===== src/rtl/dbg_target_pkg.sv =====
package dbg_target_pkg;

  localparam int ADDR_W    = 4;
  localparam int XER_NFLAG = 5;

  typedef enum logic [ADDR_W-1:0] {
    RA_CTRL = 4'd0,
    RA_STAT = 4'd1,
    RA_NIA  = 4'd2,
    RA_MSR  = 4'd3,
    RA_GIDX = 4'd4,
    RA_GDAT = 4'd5,
    RA_CR   = 4'd8,
    RA_XER  = 4'd9
  } reg_addr_e;

  localparam int CTRL_HALT_BIT = 0;
  localparam int CTRL_STEP_BIT = 3;
  localparam int STAT_STOP_BIT = 1;

  // flag input order: so, ca, ca32, ov, ov32 -> result bit positions
  localparam int XER_POS [XER_NFLAG] = '{0, 2, 3, 4, 5};

  function automatic logic addr_known(input logic [ADDR_W-1:0] a);
    case (a)
      RA_CTRL, RA_STAT, RA_NIA, RA_MSR,
      RA_GIDX, RA_GDAT, RA_CR, RA_XER: addr_known = 1'b1;
      default:                         addr_known = 1'b0;
    endcase
  endfunction

endpackage


===== src/rtl/dbg_hs.sv =====
module dbg_hs (
  input  logic clk,
  input  logic rst_n,
  input  logic req,
  output logic accept,
  output logic ack
);

  logic req_seen_q, req_seen_d;
  logic ack_q, ack_d;

  always_comb begin
    accept     = req & ~req_seen_q;
    req_seen_d = req;
    ack_d      = accept;
  end

  always_ff @(posedge clk or negedge rst_n) begin
    if (!rst_n) begin
      req_seen_q <= 1'b0;
      ack_q      <= 1'b0;
    end else begin
      req_seen_q <= req_seen_d;
      ack_q      <= ack_d;
    end
  end

  assign ack = ack_q;

  a_r1_ack_follows_req: assert property (@(posedge clk) disable iff (!rst_n)
    ack |-> $past(req));

  a_r2_no_double_ack: assert property (@(posedge clk) disable iff (!rst_n)
    (ack && req) |=> !ack);

endmodule


===== src/rtl/dbg_runctl.sv =====
module dbg_runctl (
  input  logic clk,
  input  logic rst_n,
  input  logic wr_ctrl,
  input  logic halt_bit,
  input  logic step_bit,
  input  logic core_stopped,
  output logic core_stop,
  output logic core_step
);

  logic stop_q, stop_d, stop_en;
  logic step_q, step_d;

  always_comb begin
    stop_en = wr_ctrl & halt_bit;
    stop_d  = 1'b1;
    step_d  = wr_ctrl & step_bit & core_stopped;
  end

  always_ff @(posedge clk or negedge rst_n) begin
    if (!rst_n) begin
      stop_q <= 1'b0;
      step_q <= 1'b0;
    end else begin
      if (stop_en) stop_q <= stop_d;
      step_q <= step_d;
    end
  end

  assign core_stop = stop_q;
  assign core_step = step_q;

  a_r3_stop_sticky: assert property (@(posedge clk) disable iff (!rst_n)
    core_stop |=> core_stop);

  a_r4_step_only_stopped: assert property (@(posedge clk) disable iff (!rst_n)
    core_step |-> $past(core_stopped));

  a_r4_step_single: assert property (@(posedge clk) disable iff (!rst_n)
    core_step |=> !core_step);

endmodule


===== src/rtl/dbg_regfile.sv =====
module dbg_regfile
  import dbg_target_pkg::*;
#(
  parameter  int DATA_W = 64,
  parameter  int NGPR   = 32,
  localparam int IDX_W  = $clog2(NGPR)
) (
  input  logic              clk,
  input  logic              rst_n,
  input  logic              accept,
  input  logic              we,
  input  logic [ADDR_W-1:0] addr,
  input  logic [IDX_W-1:0]  wdata_idx,
  input  logic              core_stopped,
  input  logic [DATA_W-1:0] core_nia,
  input  logic [DATA_W-1:0] core_msr,
  input  logic [DATA_W-1:0] core_cr,
  input  logic [XER_NFLAG-1:0] core_xer_flags,
  input  logic [DATA_W-1:0] core_gpr_val,
  input  logic              ack,
  output logic [IDX_W-1:0]  gpr_sel,
  output logic [DATA_W-1:0] rdata
);

  logic [IDX_W-1:0]  idx_q, idx_d;
  logic              idx_en;
  logic [DATA_W-1:0] rdata_q, rdata_d;
  logic [DATA_W-1:0] xer_word, stat_word, rd_mux;

  always_comb begin
    xer_word = '0;
    for (int i = 0; i < XER_NFLAG; i++) begin
      xer_word[XER_POS[i]] = core_xer_flags[i];
    end
    stat_word = '0;
    stat_word[STAT_STOP_BIT] = core_stopped;
  end

  always_comb begin
    case (addr)
      RA_STAT: rd_mux = stat_word;
      RA_NIA:  rd_mux = core_nia;
      RA_MSR:  rd_mux = core_msr;
      RA_GIDX: rd_mux = DATA_W'(idx_q);
      RA_GDAT: rd_mux = core_gpr_val;
      RA_CR:   rd_mux = core_cr;
      RA_XER:  rd_mux = xer_word;
      default: rd_mux = '0;
    endcase
  end

  always_comb begin
    idx_en  = accept & we & (addr == RA_GIDX);
    idx_d   = wdata_idx;
    rdata_d = (accept & ~we) ? rd_mux : '0;
  end

  always_ff @(posedge clk or negedge rst_n) begin
    if (!rst_n) begin
      idx_q   <= '0;
      rdata_q <= '0;
    end else begin
      if (idx_en) idx_q <= idx_d;
      rdata_q <= rdata_d;
    end
  end

  assign gpr_sel = idx_q;
  assign rdata   = rdata_q;

  a_r7_index_load: assert property (@(posedge clk) disable iff (!rst_n)
    (accept && we && addr == RA_GIDX) |=> gpr_sel == $past(wdata_idx));

  a_r8_xer_reserved: assert property (@(posedge clk) disable iff (!rst_n)
    (ack && $past(!we && addr == RA_XER)) |->
      (rdata[DATA_W-1:6] == '0 && rdata[1] == 1'b0));

  a_r9_unassigned_zero: assert property (@(posedge clk) disable iff (!rst_n)
    (ack && $past(!we && !addr_known(addr))) |-> rdata == '0);

  a_r9_unassigned_write: assert property (@(posedge clk) disable iff (!rst_n)
    (accept && we && !addr_known(addr)) |=> $stable(gpr_sel));

  a_r5_status_bits: assert property (@(posedge clk) disable iff (!rst_n)
    (ack && $past(!we && addr == RA_STAT)) |->
      (rdata[STAT_STOP_BIT] == $past(core_stopped) && $countones(rdata) <= 1));

endmodule


===== src/rtl/dbg_target.sv =====
module dbg_target
  import dbg_target_pkg::*;
#(
  parameter  int DATA_W = 64,
  parameter  int NGPR   = 32,
  localparam int IDX_W  = $clog2(NGPR)
) (
  input  logic                 clk,
  input  logic                 rst_n,
  input  logic                 dbg_req,
  input  logic                 dbg_we,
  input  logic [ADDR_W-1:0]    dbg_addr,
  input  logic [DATA_W-1:0]    dbg_wdata,
  output logic                 dbg_ack,
  output logic [DATA_W-1:0]    dbg_rdata,
  output logic                 core_stop,
  output logic                 core_step,
  input  logic                 core_stopped,
  input  logic [DATA_W-1:0]    core_nia,
  input  logic [DATA_W-1:0]    core_msr,
  input  logic [DATA_W-1:0]    core_cr,
  input  logic [XER_NFLAG-1:0] core_xer_flags,
  output logic [IDX_W-1:0]     core_gpr_sel,
  input  logic [DATA_W-1:0]    core_gpr_val
);

  logic [1:0] rst_sync_q;
  logic       rst_s_n;
  logic       accept;
  logic       wr_ctrl;
  logic       unused_wdata_hi;

  always_ff @(posedge clk or negedge rst_n) begin
    if (!rst_n) rst_sync_q <= 2'b00;
    else        rst_sync_q <= {rst_sync_q[0], 1'b1};
  end
  assign rst_s_n = rst_sync_q[1];

  assign wr_ctrl         = accept & dbg_we & (dbg_addr == RA_CTRL);
  assign unused_wdata_hi = ^dbg_wdata[DATA_W-1:IDX_W];

  dbg_hs u_hs (
    .clk    (clk),
    .rst_n  (rst_s_n),
    .req    (dbg_req),
    .accept (accept),
    .ack    (dbg_ack)
  );

  dbg_runctl u_runctl (
    .clk          (clk),
    .rst_n        (rst_s_n),
    .wr_ctrl      (wr_ctrl),
    .halt_bit     (dbg_wdata[CTRL_HALT_BIT]),
    .step_bit     (dbg_wdata[CTRL_STEP_BIT]),
    .core_stopped (core_stopped),
    .core_stop    (core_stop),
    .core_step    (core_step)
  );

  dbg_regfile #(.DATA_W(DATA_W), .NGPR(NGPR)) u_regs (
    .clk            (clk),
    .rst_n          (rst_s_n),
    .accept         (accept),
    .we             (dbg_we),
    .addr           (dbg_addr),
    .wdata_idx      (dbg_wdata[IDX_W-1:0]),
    .core_stopped   (core_stopped),
    .core_nia       (core_nia),
    .core_msr       (core_msr),
    .core_cr        (core_cr),
    .core_xer_flags (core_xer_flags),
    .core_gpr_val   (core_gpr_val),
    .ack            (dbg_ack),
    .gpr_sel        (core_gpr_sel),
    .rdata          (dbg_rdata)
  );

  a_r10_quiet_after_reset: assert property (@(posedge clk) disable iff (!rst_s_n)
    $rose(rst_s_n) |-> (!dbg_ack && !core_step && !core_stop && core_gpr_sel == '0));

endmodule


===== config.mk =====
export PLATFORM = sky130hd
export DESIGN_NAME = dbg_target
export DESIGN_NICKNAME = d
export VERILOG_FILES = /design/src/rtl/dbg_target_pkg.sv /design/src/rtl/dbg_hs.sv /design/src/rtl/dbg_runctl.sv /design/src/rtl/dbg_regfile.sv /design/src/rtl/dbg_target.sv
export SDC_FILE = /design/constraint.sdc
export NUM_CORES = 1
export LEC_CHECK = 0
export ABC_AREA = 1
export BUFFER_PORTS_ARGS = -buffer_cell sky130_fd_sc_hd__buf_2
export CORE_AREA = 2 2 158 160
export DETAILED_ROUTE_END_ITERATION = 10
export DIE_AREA = 0 0 160 162
export PLACE_DENSITY = 0.43
export SLEW_MARGIN = 40
export SYNTH_ARGS = -nofsm -noshare
export SYNTH_HDL_FRONTEND = slang
export SYNTH_SLANG_ARGS = --single-unit
export TNS_END_PERCENT = 5

===== constraint.sdc =====
create_clock -name clk -period 3.4 [get_ports clk]
set_input_delay 0.17 -clock clk [delete_from_list [all_inputs] [get_ports clk]]
set_output_delay 0.17 -clock clk [all_outputs]
set_load 0.01 [all_outputs]

# --- Word level (Yosys, flattened, before mapping) ---
# Index checks and enable logic that the tools add are counted.
op_classes:
  div: 0
  shift: 0
  addsub: 0
  n_lt_le_gt_ge: 0
  eq_ne: 7
  n_mux: 2
  bitwise_logic: 10
  n_mul: 0
  n_reduce_logical: 1
op_table:
  columns: ["cell", "n"]
  rows:
  - ["64-bit one-hot mux with 7 select lines", 1]
  - ["64-bit 2-to-1 mux", 1]
  - ["1-bit bitwise AND", 8]
  - ["4-bit by 2-bit equality test with 1-bit output, second input constant", 2]
  - ["4-bit by 3-bit equality test with 1-bit output, second input constant", 2]
  - ["4-bit equality test, second input constant", 2]
  - ["4-bit by 1-bit equality test with 1-bit output, second input constant", 1]
  - ["4-bit zero test", 1]
  - ["1-bit inverter", 2]
word_totals:
  out_inout_bits: 72
  mem_bits_rw: 0
  inputBits: 334
  ff_bits: 75
  word_cells: 27
  mem_count: 0
  latch_bits: 0
  mem_bits_ro: 0

# --- Logic depth before layout (Yosys ltp) ---
depth:
  ltp_word: 6
  depth_mapped: 8
  mapped_depth_nobuf: 7

# --- By module ---
# A second synthesis with hierarchy kept.
unflattened:
  hier_cells: 695
  hier_area_um2: 4485.6
by_module_without_submodules:
  columns: ["mod", "area_each_um2", "seq_area_each_um2", "n_inst", "cells_per_inst"]
  rows:
  - ["dbg_regfile", 4275.4, 1726.7, 1, 675]
  - ["dbg_runctl", 75.1, 50.0, 1, 8]
  - ["dbg_target", 75.1, 50.0, 1, 8]
  - ["dbg_hs", 60.1, 50.0, 1, 4]

# --- Least setup slack after synthesis ---
# OpenSTA, ideal clock, no wires.
synth_timing:
  kind: "input port to flip-flop"
  startpoint: "in dbg_addr[3]"
  endpoint: "reg u_regs.rdata_q[4], in the netlist u_regs.rdata[4]"
  slack_ns: 2.280
  path_buffers: 1
  t_required_ns: 3.321
  stages: 8
  arrival_ns: 1.041
  setup_ns: 0.079
  cell_sequence: "nor2_1 > inv_1 > nor2_4 > buf_2 > nand2_1 > nand2_1 > inv_1 > a21oi_1"
synth_via:
  elab_chain_len: 3
  word_cells_on_any_way: 9
  classes_between: "eq/ne (7); mux (2)"
synth_lines:
  columns: ["item", "line_no", "text"]
  rows:
  - ["start, declared", "dbg_target.sv:12", "input logic [ADDR_W-1:0] dbg_addr,"]
  - ["4-bit equality test (tied with other cells)", "dbg_regfile.sv:40", "case (addr)"]
  - ["64-bit one-hot mux with 7 select lines (*)", "dbg_regfile.sv:40", null]
  - ["64-bit 2-to-1 mux (*)", "dbg_regfile.sv:55", "rdata_d = (accept & ~we) ? rd_mux : '0;"]
  - ["via u_regs.rdata_d[4]", "dbg_regfile.sv:27", "logic [DATA_W-1:0] rdata_q, rdata_d;"]
  - ["end signal, assigned", "dbg_regfile.sv:64", "rdata_q <= rdata_d;"]
  - ["end, declared", "dbg_regfile.sv:27", null]
# The timed path passes the listed nets; every way through them passes the cells marked *.
# A chain may end at the register's enable or synchronous reset.

# --- Worst setup path in the final report ---
layout_timing:
  startpoint: "in dbg_req"
  endpoint: "reg u_regs.rdata_q[5], in the netlist u_regs.rdata[5]"
layout_via:
  elab_chain_len: 3
layout_lines:
  columns: ["item", "line_no", "text"]
  rows:
  - ["start, declared", "dbg_target.sv:10", "input logic dbg_req,"]
  - ["1-bit bitwise AND", "dbg_hs.sv:13", "accept = req & ~req_seen_q;"]
  - ["via accept", "dbg_target.sv:29", "logic accept;"]
  - ["1-bit bitwise AND", "dbg_regfile.sv:55", null]
  - ["64-bit 2-to-1 mux", "dbg_regfile.sv:55", null]
  - ["via u_regs.rdata_d[5]", "dbg_regfile.sv:27", null]
# The timed path passes the listed nets, and every way through them passes these cells.

==> impl_metrics.tcl <==
set metrics [dict create \
    status "finished, final reports clean" \
    final_nets 1356 \
    core_area_mm2 0.0241 \
    swShare 0.286 \
    yosys_warnings 0 \
    grt.overflow.total 0 \
    gr-usage-met2 0.280 \
    vias_per_cell 4.32 \
    vdd.ir_drop.worst_uv 216 \
    htree_levels 3 \
    clkSinkCount 75 \
    yosys.area_share.simple 0.515 \
    synth.avg_cell_area_um2 6.50 \
    crit_top_cell "nor2_1" \
    synth_top_area_cell "dfrtp_1" \
    synth_compound_gate_area_share 0.0115 \
    dp_hpwl_mm 15.9 \
    rsz0062_at_grt "no" \
    fmax_mhz 577 \
    holdPathEnd "u_regs.gpr_sel[2]" \
    ant_nets 0 \
    finalPower_mw 2.37 \
    crit_fanout 42 \
    cap_violations 0 \
    critical_path_class "input port to flop" \
    period_share 0.510 \
    clkTransAtPathRegs_ns 0.07 \
    grt_max_degree 68 \
    required_ns 3.67 \
    grt_pass1_vias 5834 \
    p_int_mw 1.69 \
    clockBufferDepth 2 \
    busiest_layer "met2" \
    io_buffers 346 \
    min_from "dbg_wdata[2]" \
    grt_pass1_wl_mm 32.8 \
    grt_util_all_layers 0.163 \
    drc_errors 0 \
    synth_cell_type_count 16 \
    synth_top_area_frac 0.412 \
    slowest_stage "dlygate4sd3_1" \
    cts-root-buf "clkbuf_16" \
    post-place-ws_ns 1.48 \
    post_cts_buffers 0 \
    tightest_slew_ns 0.687 \
    finalWirelength_mm 21.5 \
    ys_seq_area_frac 0.412 \
    place.gp.congestion 0.833 \
    power_frac_seq 0.393 \
    wl_per_cell_um 15.9 \
    hold_viol_final 0 \
    hold_buffers 2 \
    first_pass_iters 5 \
    synthXorXnorAreaFrac 0 \
    syn-num-nets 1034 \
    hold_depth 3 \
    p_leak_nw 4.09 \
    slowest_delay_ns 0.52 \
    initial_core_util 0.189 \
    design_area_mm2 0.00704 \
    power_frac_comb 0.186 \
    via_count 5837 \
    syn2layout_area_growth_pct 54.7 \
    fp.dieW_um 160 \
    cts_made_buffers 9 \
    synth_top_family_by_area "simple AND/OR/NAND/NOR gates" \
    reg2reg_to "u_regs.rdata[5]" \
    clkPwrFrac 0.421 \
    p_per_area_mw_per_mm2 336 \
    maxSlewHeadroom 0.541 \
    slew_violations 0 \
    cts_tree "done" \
    antenna_found_initial 1 \
    drt_iter0_drc 387 \
    synth_mux_area_frac 0 \
    grtUsageMet1 0.194 \
    hold_path.class "input port to flop" \
    insertion_delay_ns 0.34 \
    crit_path_cell_trace "dlygate4sd3_1 -> buf_2 -> inv_1 -> nor2_1 -> nand2_4 -> buf_4 -> nor2_1" \
    end_kind "flop" \
    io_pins 406 \
    synthAdderAreaFrac 0 \
    synth_cells 700 \
    design.die.area_mm2 0.0259 \
    crit-reg2reg-launch "u_hs.req_seen_q" \
    post_dp_cell_area_mm2 0.00670 \
    synth.area.top_cells "dfrtp_1 (41%), nand3_1 (23%), nand2_1 (17%)" \
    post_cts_resized 0 \
    die_y_um 162 \
    r2r_cells 4 \
    min_period_ns 1.73 \
    rows 57 \
    layout-drive-gt1-share 0.378 \
    met3_usage 0.0449 \
    cp.arrival_ns 2.00 \
    setup_tns_ns 0 \
    p_sw_mw 0.677 \
    setup_viol 0 \
    fin_ws_ns 1.67 \
    skew_ns 0.00759 \
    synth_area_mm2 0.00455 \
    cp-start-kind "input port" \
    ys_ff_latch 75 \
    r2r_setup_slack_ns 1.80 \
]
cells in the final DEF (no fill, tap or decap), types with 2 or more instances in the layout:
cell type / Yosys / routed
buf_4: 0 / 8
a21oi_1: 4 / 4
nor2_4: 1 / 7
nand3_1: 206 / 206
o21ai_0: 5 / 5
buf_2: 29 / 346
dlygate4sd3_1: 0 / 2
inv_1: 11 / 11
clkbuf_16: 0 / 9
nand2_1: 208 / 207
dfrtp_1: 75 / 74
nor2_1: 129 / 126
clkinvlp_4: 0 / 2
clkinv_2: 0 / 2
buf_12: 0 / 5
layer usage:
| metal | vias to the layer above | wire length (um) |
|---|---|---|
| li1 | 2909 | - |
| met1 | 2604 | 8920 |
| met3 | 36 | 1780 |
| met2 | 288 | 10100 |
| met4 | 0 | 666 |
| met5 | - | 0 |
worst max-delay path, delay by kind of cell:
family	cells	cell delay, ns
buf+inv	4	1.04
simple gates	3	0.77
power groups by stage:
stage               Combinational [mW]  Clock [mW]  Sequential, mW
global route                     0.492        1.08           0.935
floorplan                        0.158           0           0.961
global placement                 0.423           0           0.961
detailed placement               0.442           0           0.950
CTS                              0.445        1.06           0.933
finish                           0.440       0.998           0.932
final cells by class:
cell class / instances / area [um^2]
fill: 2811 / 17100
clock buffer: 10 / 239
inverter: 11 / 41.3
timing repair buffer: 364 / 1970
clock inverter: 6 / 63.8
multi-input combinational: 561 / 2440
antenna: 1 / 2.50
sequential: 75 / 1880
tap: 324 / 405
registers in the layout (all words and copies together), names as in the netlist:
register / flops
rst_sync_q: 2
u_hs.ack: 1
u_hs.req_seen_q: 1
u_runctl.core_stop: 1
u_runctl.core_step: 1
u_regs.gpr_sel: 5
u_regs.rdata: 64
synthesized netlist by cell type, drive strengths merged:
| library cell | instances |
|---|---|
| a21o | 1 |
| nand4 | 1 |
| o21ai | 5 |
| buf | 30 |
| nor3 | 1 |
| nor2 | 134 |
| nand3 | 206 |
| dfrtp | 75 |
| a21oi | 4 |
| inv | 11 |
| nand2 | 208 |
| clkbuf | 23 |
| conb | 1 |
logic make-up after synthesis:
family | Yosys count
compound gates | 10
simple gates | 550
buf+inv | 64
other cells | 1
flops | 75
how the worst max path moves through the flow:
stage                   from         endpoint  slack [ns]  cells past startpoint
3_5_place_dp     dbg_addr[2]  u_regs.rdata[4]        1.48                      8
5_1_grt              dbg_req  u_regs.rdata[1]        1.51                      7
2_1_floorplan  rst_sync_q[1]         u_hs.ack        1.16                      0
6_report             dbg_req  u_regs.rdata[5]        1.67                      7
3_3_place_gp     dbg_addr[2]  u_regs.rdata[4]        1.47                      8
4_1_cts              dbg_req  u_regs.rdata[5]        1.64                      7
through the flow:
stage | std cells | hold slack (ns) | utilization
finish | 1352 | 0.0272 | 0.292
global placement | 1329 | -0.0421 | 0.275
global route | 1351 | 0.0311 | 0.292
detailed placement | 1332 | -0.0416 | 0.278
floorplan | 700 | -0.126 | -
CTS | 1350 | 0.00762 | 0.291
No activity file was read; power rests on OpenSTA's default activity.
